`src/rtl/swk_flag_pkg.sv`:
```
package swk_flag_pkg;

  typedef enum logic [1:0] {
    PM_NORMAL  = 2'd0,
    PM_STOP    = 2'd1,
    PM_SLEEP   = 2'd2,
    PM_RESTART = 2'd3
  } pwrMode_e;

  typedef enum logic [1:0] {
    WS_IDLE  = 2'd0,
    WS_FRAME = 2'd1,
    WS_PAT1  = 2'd2,
    WS_PAT2  = 2'd3
  } wakeState_e;

  // Set/clear strobes from control to the flag datapath
  typedef struct packed {
    logic cfgSet;
    logic cfgClr;
    logic errSet;
    logic errClr;
    logic toSet;
    logic toClr;
    logic silSet;
    logic silClr;
    logic syncSet;
    logic syncClr;
    logic armSet;
    logic armClr;
    logic irq;
  } flagStb_t;

endpackage

```
`src/rtl/swk_flag_ctl.sv`:
```
module swk_flag_ctl
  import swk_flag_pkg::*;
#(
  parameter int ADDR_W = 7,
  parameter int DATA_W = 8,
  parameter logic [ADDR_W-1:0] CTRL_ADDR = 7'h21,
  parameter logic [ADDR_W-1:0] CFG_LO    = 7'h22,
  parameter logic [ADDR_W-1:0] CFG_HI    = 7'h33,
  parameter logic [ADDR_W-1:0] STAT_ADDR = 7'h40,
  parameter int CFG_SET_BIT = 7,
  parameter int ERR_CLR_BIT = 0,
  parameter int TO_CLR_BIT  = 1
) (
  input  logic              clk,
  input  logic              rstN,
  input  logic [1:0]        pwrMode,
  input  logic [1:0]        wakeState,
  input  logic [2:0]        canModeSel,
  input  logic              toMask,
  input  logic              silenceExp,
  input  logic              frameOk,
  input  logic              frameErr,
  input  logic              wupDet,
  input  logic              wufDet,
  input  logic              wrEn,
  input  logic [ADDR_W-1:0] wrAddr,
  input  logic [DATA_W-1:0] wrData,
  input  logic              cfgValid,
  input  logic              sysErr,
  output flagStb_t          stb
);

  pwrMode_e   mode;
  wakeState_e ws;
  logic prevRestart;
  logic wufSleep;
  logic restartEntry, isNormal, swkOn;
  logic cfgWr, ctrlWr, statWr, timeoutEv, syncWin;

  assign mode = pwrMode_e'(pwrMode);
  assign ws   = wakeState_e'(wakeState);

  assign isNormal     = (mode == PM_NORMAL);
  assign swkOn        = canModeSel[2];
  assign restartEntry = (mode == PM_RESTART) && !prevRestart;

  assign cfgWr  = wrEn && isNormal && (wrAddr >= CFG_LO) && (wrAddr <= CFG_HI);
  assign ctrlWr = wrEn && isNormal && (wrAddr == CTRL_ADDR);
  assign statWr = wrEn && (wrAddr == STAT_ADDR);

  assign timeoutEv = silenceExp && (ws == WS_FRAME || ws == WS_PAT2);
  assign syncWin   = canModeSel[1] || (ws == WS_FRAME);

  // Restart detection and wake-frame-from-sleep memory
  always_ff @(posedge clk) begin
    if (!rstN) begin
      prevRestart <= 1'b0;
      wufSleep    <= 1'b0;
    end else begin
      prevRestart <= (mode == PM_RESTART);
      if (restartEntry)
        wufSleep <= 1'b0;
      else if (wufDet && mode == PM_SLEEP)
        wufSleep <= 1'b1;
    end
  end

  always_comb begin
    stb         = '0;
    stb.cfgSet  = ctrlWr && wrData[CFG_SET_BIT];
    stb.cfgClr  = cfgWr || restartEntry || wufDet;
    stb.errSet  = restartEntry && swkOn && !wufSleep;
    stb.errClr  = statWr && wrData[ERR_CLR_BIT] && !(swkOn && !cfgValid);
    stb.toSet   = timeoutEv;
    stb.toClr   = statWr && wrData[TO_CLR_BIT];
    stb.silSet  = timeoutEv;
    stb.silClr  = wupDet;
    stb.syncSet = syncWin && frameOk;
    stb.syncClr = syncWin && frameErr;
    stb.armSet  = swkOn && ((cfgValid && (ws == WS_FRAME || ws == WS_PAT1)) ||
                            (sysErr && ws == WS_PAT2));
    stb.armClr  = !swkOn || wupDet || wufDet;
    stb.irq     = timeoutEv && toMask && (mode == PM_NORMAL || mode == PM_STOP);
  end

  // refused clear keeps the error flag
  a_r5_clear_refused: assert property (@(posedge clk) disable iff (!rstN)
    (sysErr && canModeSel[2] && !cfgValid) |=> sysErr);

  // wake frame invalidates configuration
  a_r6_wuf_drops_cfg: assert property (@(posedge clk) disable iff (!rstN)
    wufDet |=> !cfgValid);

endmodule

```
`src/rtl/swk_flag_dp.sv`:
```
module swk_flag_dp
  import swk_flag_pkg::*;
(
  input  logic     clk,
  input  logic     rstN,
  input  flagStb_t stb,
  output logic     cfgValid,
  output logic     sysErr,
  output logic     busTimeout,
  output logic     busSilent,
  output logic     syncOk,
  output logic     swkSet,
  output logic     toIrq
);

  always_ff @(posedge clk) begin
    if (!rstN) begin
      cfgValid   <= 1'b0;
      sysErr     <= 1'b0;
      busTimeout <= 1'b0;
      busSilent  <= 1'b0;
      syncOk     <= 1'b0;
      swkSet     <= 1'b0;
      toIrq      <= 1'b0;
    end else begin
      // invalidation wins over host validation
      if (stb.cfgClr)      cfgValid <= 1'b0;
      else if (stb.cfgSet) cfgValid <= 1'b1;
      // error events win over host clears
      if (stb.errSet)      sysErr <= 1'b1;
      else if (stb.errClr) sysErr <= 1'b0;
      if (stb.toSet)       busTimeout <= 1'b1;
      else if (stb.toClr)  busTimeout <= 1'b0;
      if (stb.silSet)      busSilent <= 1'b1;
      else if (stb.silClr) busSilent <= 1'b0;
      // protocol error wins over a good frame
      if (stb.syncClr)      syncOk <= 1'b0;
      else if (stb.syncSet) syncOk <= 1'b1;
      if (stb.armClr)      swkSet <= 1'b0;
      else if (stb.armSet) swkSet <= 1'b1;
      toIrq <= stb.irq;
    end
  end

  // timeout set beats a simultaneous host clear
  a_r8_set_wins: assert property (@(posedge clk) disable iff (!rstN)
    (stb.toSet && stb.toClr) |=> busTimeout);

  // an interrupt always comes with the recorded flag
  a_r9_irq_with_flag: assert property (@(posedge clk) disable iff (!rstN)
    toIrq |-> busTimeout);

  // a protocol error always drops sync
  a_r11_error_drops_sync: assert property (@(posedge clk) disable iff (!rstN)
    stb.syncClr |=> !syncOk);

  // silence flag only rises through a timeout event
  a_r10_sil_source: assert property (@(posedge clk) disable iff (!rstN)
    $rose(busSilent) |-> $past(stb.silSet));

endmodule

```
`src/rtl/swk_flag_ctrl.sv`:
```
module swk_flag_ctrl
  import swk_flag_pkg::*;
#(
  parameter int ADDR_W = 7,
  parameter int DATA_W = 8
) (
  input  logic              clk,
  input  logic              rstN,
  input  logic [1:0]        pwrMode,
  input  logic [1:0]        wakeState,
  input  logic [2:0]        canModeSel,
  input  logic              toMask,
  input  logic              silenceExp,
  input  logic              frameOk,
  input  logic              frameErr,
  input  logic              wupDet,
  input  logic              wufDet,
  input  logic              wrEn,
  input  logic [ADDR_W-1:0] wrAddr,
  input  logic [DATA_W-1:0] wrData,
  output logic              cfgValid,
  output logic              sysErr,
  output logic              busTimeout,
  output logic              busSilent,
  output logic              syncOk,
  output logic              swkSet,
  output logic              toIrq
);

  flagStb_t stb;

  swk_flag_ctl #(.ADDR_W(ADDR_W), .DATA_W(DATA_W)) u_ctl (
    .clk(clk), .rstN(rstN), .pwrMode(pwrMode), .wakeState(wakeState),
    .canModeSel(canModeSel), .toMask(toMask), .silenceExp(silenceExp),
    .frameOk(frameOk), .frameErr(frameErr), .wupDet(wupDet), .wufDet(wufDet),
    .wrEn(wrEn), .wrAddr(wrAddr), .wrData(wrData),
    .cfgValid(cfgValid), .sysErr(sysErr), .stb(stb)
  );

  swk_flag_dp u_dp (
    .clk(clk), .rstN(rstN), .stb(stb),
    .cfgValid(cfgValid), .sysErr(sysErr), .busTimeout(busTimeout),
    .busSilent(busSilent), .syncOk(syncOk), .swkSet(swkSet), .toIrq(toIrq)
  );

endmodule

```
`config.mk`:
```
export PLATFORM = sky130hd
export DESIGN_NAME = swk_flag_ctrl
export DESIGN_NICKNAME = d
export VERILOG_FILES = /design/src/rtl/swk_flag_pkg.sv /design/src/rtl/swk_flag_ctl.sv /design/src/rtl/swk_flag_dp.sv /design/src/rtl/swk_flag_ctrl.sv
export SDC_FILE = /design/constraint.sdc
export NUM_CORES = 1
export LEC_CHECK = 0
export CAP_MARGIN = 20
export CORE_UTILIZATION = 35
export CTS_BUF_LIST = sky130_fd_sc_hd__clkbuf_2
export DETAILED_ROUTE_END_ITERATION = 8
export DONT_BUFFER_PORTS = 1
export HOLD_SLACK_MARGIN = 0.06
export PLACE_DENSITY = 0.49
export SYNTH_ARGS = -nofsm -noshare
export SYNTH_HDL_FRONTEND = slang
export SYNTH_SLANG_ARGS = --single-unit
```
`constraint.sdc`:
```
create_clock -name clk -period 1.4 [get_ports clk]
set_input_delay 0.21 -clock clk [delete_from_list [all_inputs] [get_ports clk]]
set_output_delay 0.21 -clock clk [all_outputs]
set_load 0.1 [all_outputs]
```
After elaboration in Yosys (flattened, before gate mapping)
Index checks and enable logic that the tools add are counted.

Register bits after elaboration: 9. Logic and storage cells: 70. Output and inout port bits: 7.

Reduce and logical (&&, ||, !) cells: 44. Bitwise logic cells: 1. Mux-type cells: 6. Order comparisons: 2. Eq/ne operators: 8.

Operator list (number): logical AND 1 bit (22); logical OR 1 bit (9); equality test 2 bit (second input constant) (4); OR reduction 2 bit (4); equality test 7 x 6 -> 1 bit (second input constant) (1); equality test 7 bit (second input constant) (1); >= comparator 7 x 6 -> 1 bit (second input constant) (1); less-or-equal comparator 7 x 6 -> 1 bit (second input constant) (1); two-way mux 1 bit (6); nonzero test 2 bit (3); zero test 1 bit (5); equality test 2 x 1 -> 1 bit (second input constant) (2); zero test 2 bit (1); NOT 1 bit (1).

Logic depth before layout (Yosys ltp)
Word-level depth: 7. Mapped depth: 5. Mapped depth without buffers: 5.

By module
A second synthesis with hierarchy kept.

Cell total of the unflattened synthesis: 55. Area, all modules: 520.5 um2.

By module, submodules not included: swk_flag_ctl (area each 282.8 um2, instances 1, cells each 35, seq. area each 40.0 um2); swk_flag_dp (area each 237.7 um2, instances 1, cells each 20, seq. area each 140.1 um2).

Least setup slack after synthesis
OpenSTA, ideal clock, no wires.

Kind: register to register. Start: register u_dp.sysErr. End: register u_dp.swkSet. Required time: 1.308 ns. Stages on the path, launching flop included: 3. Slack: -0.120 ns. Setup time: 0.092 ns. Data arrival time: 1.428 ns. Cells stage by stage: dfxtp_1 -> a221oi_1 -> nor4bb_1.

Word-level cells in the longest chain between the ends: 3.

Ends and longest elaborated chain: from (decl) (RTL line swk_flag_dp.sv:8) `output logic sysErr,`; from (signal assigned) (RTL line swk_flag_dp.sv:19) `sysErr <= 1'b0;`; from (signal assigned) (RTL line swk_flag_dp.sv:30) `if (stb.errSet) sysErr <= 1'b1;`; from (signal assigned) (RTL line swk_flag_dp.sv:31) `else if (stb.errClr) sysErr <= 1'b0;`; logical AND 1 bit (RTL line swk_flag_ctl.sv:81) `(sysErr && ws == WS_PAT2));`; logical OR 1 bit (RTL line swk_flag_ctl.sv:80) `stb.armSet = swkOn && ((cfgValid && (ws == WS_FRAME || ws == WS_PAT1)) ||`; logical AND 1 bit (RTL line swk_flag_ctl.sv:80); to (signal assigned) (RTL line swk_flag_dp.sv:23) `swkSet <= 1'b0;`; to (signal assigned) (RTL line swk_flag_dp.sv:39) `if (stb.armClr) swkSet <= 1'b0;`; to (signal assigned) (RTL line swk_flag_dp.sv:40) `else if (stb.armSet) swkSet <= 1'b1;`; to (decl) (RTL line swk_flag_dp.sv:12) `output logic swkSet,`.

No other way between the ends. A chain may end at the register's enable or synchronous reset.

Final worst setup path
Start: input port wrAddr[1]. End: register u_dp.cfgValid.

Word-level cells in the longest chain between the ends: 6.

Ends and longest elaborated chain: from (decl) (RTL line swk_flag_ctrl.sv:19) `input logic [ADDR_W-1:0] wrAddr,`; >= comparator 7 x 6 -> 1 bit (RTL line swk_flag_ctl.sv:47) `assign cfgWr = wrEn && isNormal && (wrAddr >= CFG_LO) && (wrAddr <= CFG_HI);`; logical AND 1 bit (2 in series) (RTL line swk_flag_ctl.sv:47); logical OR 1 bit (2 in series) (RTL line swk_flag_ctl.sv:71) `stb.cfgClr = cfgWr || restartEntry || wufDet;`; OR reduction 2 bit (no source line); to (signal assigned) (RTL line swk_flag_dp.sv:18) `cfgValid <= 1'b0;`; to (signal assigned) (RTL line swk_flag_dp.sv:27) `if (stb.cfgClr) cfgValid <= 1'b0;`; to (signal assigned) (RTL line swk_flag_dp.sv:28) `else if (stb.cfgSet) cfgValid <= 1'b1;`; to (decl) (RTL line swk_flag_dp.sv:7) `output logic cfgValid,`.

Several ways; a longest one is shown, not always the timed one.

==> impl_metrics.py <==
metrics = {
    "run_status": {
        "result_of_the_run": "completed",
    },
    "synth": {
        "post_synth_and_or_nand_nor_area_fraction_pct": 22.40,
        "synthCells": 52,
        "number_of_different_library_cells_in_the_post_synthesis_netlist": 27,
        "synth.avg_cell_area_sq_um": 8.807,
        "ys_seq_elements": 9,
        "synth_warnings": 0,
        "syn_area_sq_um": 457.9,
        "synthArstFlopShare_pct": 0,
        "synth_nets": 85,
        "yosys-top-cells-count": "dfxtp_1 (9), inv_1 (8), nand2_1 (5)",
        "share_of_the_synthesized_area_in_compound_gates_ao_oa_aoi_oai_pct": 26.23,
        "main_combinational_cell_family_by_area_after_synthesis": "compound AO/OA/AOI/OAI gates",
        "synth_mux_area_share_pct": 0,
        "synth_enable_flop_cells": 0,
        "postSynth.topFlopCell": "dfxtp_1",
        "synth.area.top_cells": "dfxtp_1 (39%), inv_1 (6.6%), ha_1 (5.5%), o21ai_0 (4.4%), nand2_1 (4.1%)",
        "synth.most_common_cell": "dfxtp_1",
        "synth.largest_area_cell": "dfxtp_1",
        "adder_and_majority_gate_portion_of_the_synthesized_area_pct": 5.464,
        "synth-seq-area-share_pct": 39.34,
        "synth_top_cell_area_share_pct": 39.34,
        "yosys.area_share.xor_xnor_pct": 0,
    },
    "timing": {
        "final_report_setup_violation_count": 0,
        "rsz0062_at_grt": "false",
        "max_freq_mhz": 847.6,
        "finalWorstPathRequiredPeriod_ns": 1.180,
        "worst-slew-pin-transition_ns": 0.3308,
        "slew_viol_final": 0,
        "final_hold_viol_count": 0,
        "worst_slew_margin_rel_pct": 77.72,
        "layout_worst_path_cycle_share_pct": 84.27,
        "setup_slack_ns": 0.2202,
        "final.setup_skew_ns": 0.001681,
        "whs_ns": 0.08286,
    },
    "placement": {
        "dpl.hpwl_um": 948.7,
        "place.detailed.instances": 74,
        "gpl.final_weighted_congestion": 0.6896,
        "placement.io_buffers": 0,
        "post_dp_cell_area_sq_um": 538.0,
        "dpl_worst_slack_ns": -0.04633,
    },
    "pwr": {
        "power.sequential.fraction_pct": 48.3,
        "power_leakage_uw": 0.0002469,
        "share_clk_of_total_power_pct": 28.2,
        "power_frac_comb_pct": 23.5,
        "p_switching_uw": 185.8,
        "cell_internal_pwr_uw": 386.2,
        "max-vdd-ir-drop_mv": 0.5168,
        "power.density_cell_area_mw_per_mm2": 989.6,
        "power.switching_fraction_pct": 32.48,
    },
    "drt": {
        "drt_pass1_iterations": 2,
        "drt-vias-per-instance": 5.438,
        "route.detailed.drc": 0,
        "wl_mm": 1.086,
        "routed_wire_length_per_instance_um": 13.58,
        "drt-initial-drc-count": 4,
        "routed-via-count": 435,
        "ant_nets": 0,
    },
    "finish": {
        "finish.cell_count_without_fillers": 80,
        "utilization_pct": 50.00,
        "finish.instance_area_sq_um": 578.1,
        "sequential_cell_area_sq_um": 182.7,
        "num-fill-cells": 110,
        "nets": 100,
        "final_layout_size_suffix_gt1_share_pct": 22.73,
        "num_antenna_cells": 0,
        "area_delta_synth_final_pct": 26.23,
        "multi_input_comb_area_sq_um": 247.7,
    },
    "critical_path": {
        "critical_path_peak_fanout": 2,
        "reg2regPathDepth": 3,
        "worst-endpoint-required_ns": 1.54,
        "path_delay_family": "compound AO/OA/AOI/OAI gates",
        "critPathCaptureType": "flip-flop",
        "critPathKind": "input port to flip-flop",
        "crit_path_start_kind": "input port",
        "cp.depth": 3,
        "cp_slowest_stage_delay_ns": 0.52,
        "critical_path_arrival_ns": 1.32,
        "slowest_cp_cell": "or4_4",
        "worst-path-buf-inv": 0,
        "critical_path.cell_chain": "or4_4 -> o41a_1 -> a311oi_1",
    },
    "clocking": {
        "clk_root_buffer_cell": "clkbuf_2",
        "cts_buffer_depth": 2,
        "clk_lat_worst_skew_ns": 0.24,
        "clkSinkCount": 9,
        "clkSlewWorstSetupHoldPaths_ns": 0.08,
        "cts_tree": "built",
        "cts_buffers": 3,
        "cts_htree_levels": 1,
    },
    "job": {
        "cap_viol_max_count": 0,
    },
    "die": {
        "num_io_pins": 38,
        "floorplan.rows": 12,
        "die-area_sq_mm": 0.001457,
        "die_w_um": 38.17,
        "die_height_um": 38.17,
        "initial_core_util_pct": 39.61,
        "core_area_sq_mm": 0.001156,
    },
    "global_routing": {
        "first_global_vias": 456,
        "grt_pass1_wl_mm": 1.676,
        "initial_antenna_violation_count": 0,
        "groute.usage.overall_pct": 17.67,
        "overflow": 0,
        "grt_start_max_net_pins": 10,
    },
    "worst_hold_path": {
        "holdPathStages": 1,
        "worstHoldPathType": "input port to flip-flop",
    },
}
per-layer routing:
layer | track usage, % | wire, um | vias to the layer above
li1 | - | - | 218
met1 | 14.18 | 372 | 189
met2 | 33.47 | 570 | 28
met3 | 13.37 | 144 | 0
met4 | 2.679 | 0 | 0
met5 | 0 | 0 | -
area by class of cell:
class                   count  share of cell area (%)
multi-input cells          35                   42.86
flip-flops and latches      9                   31.60
repair buffers             10                   13.85
inverters                   8                   5.195
clock buffers               4                   3.463
well taps                  14                   3.030
cell usage in the layout (no fill, tap or decap):
cell type / netlist / routed
nor2_1: 1 / 1
inv_1: 8 / 8
nor3_1: 1 / 1
buf_4: 0 / 8
o2bb2ai_1: 1 / 1
nand2b_1: 2 / 2
nor2b_1: 1 / 1
dfxtp_2: 0 / 2
a21boi_0: 1 / 1
a221oi_1: 1 / 1
and3_1: 1 / 1
o31ai_1: 1 / 1
ha_1: 2 / 2
a311oi_1: 1 / 1
clkbuf_2: 0 / 4
a21boi_1: 1 / 1
dfxtp_1: 9 / 7
a21oi_1: 2 / 2
o41a_1: 1 / 1
o21ai_1: 1 / 1
o32a_1: 1 / 1
o21ai_0: 4 / 4
nand2_1: 5 / 5
o311ai_1: 1 / 1
dlygate4sd3_1: 0 / 2
o22ai_1: 1 / 1
or4_4: 1 / 1
nand4bb_1: 1 / 1
nor4bb_1: 1 / 1
or4bb_1: 1 / 1
and2_1: 1 / 1
power groups by stage:
stage,logic [uW],registers (uW),clock network (uW)
2_1_floorplan,40.1,346,0
3_3_place_gp,126,281,0
3_5_place_dp,130,282,0
4_1_cts,136,276,171
5_1_grt,143,278,184
6_report,134,276,161
final timing paths:
| check | start | end | slack, ns |
|---|---|---|---|
| hold / removal | rstN | u_ctl.wufSleep$_SDFFE_PP0P_ | 0.08 |
| hold reg to reg | u_dp.busTimeout$_SDFFE_PN0P_ | u_dp.busTimeout$_SDFFE_PN0P_ | 0.48 |
| setup reg to reg | u_dp.cfgValid$_SDFFE_PP0P_ | u_dp.cfgValid$_SDFFE_PP0P_ | 0.52 |
| setup / recovery | wrAddr[1] | u_dp.cfgValid$_SDFFE_PP0P_ | 0.22 |
cells by family after synthesis:
logic type	count (synthesis)
adders and majority gates	2
AOI/OAI and AO/OA	17
buffers and inverters	8
and+or+nand+nor	16
DFF	9
registers in the layout (all words and copies together) (netlist names):
signal and flops:
u_ctl.wufSleep 1, u_dp.swkSet 1, u_dp.cfgValid 1, u_dp.toIrq 1, u_dp.busTimeout 1, u_dp.syncOk 1, u_dp.sysErr 1, u_ctl.prevRestart 1
u_dp.busSilent 1
stage by stage:
stage	total power [uW]	TNS, ns
2_1_floorplan	386.5	0
3_3_place_gp	407.1	0
3_5_place_dp	412.5	-0.05412
4_1_cts	582.9	0
5_1_grt	604.9	0
6_report	572.1	0
repair_timing:
action / in CTS / in global routing
resized for setup: 0 / 0
hold buffers: 2 / 0
endpoints found under the hold margin: 2 / 0
setup buffers: 0 / 0
worst register-to-register path, stage by stage (launching register included):
cell and delay [ns]:
dfxtp_2 0.37, inv_1 0.05, o41a_1 0.10, a311oi_1 0.27
No activity file was read; power rests on OpenSTA's default activity.
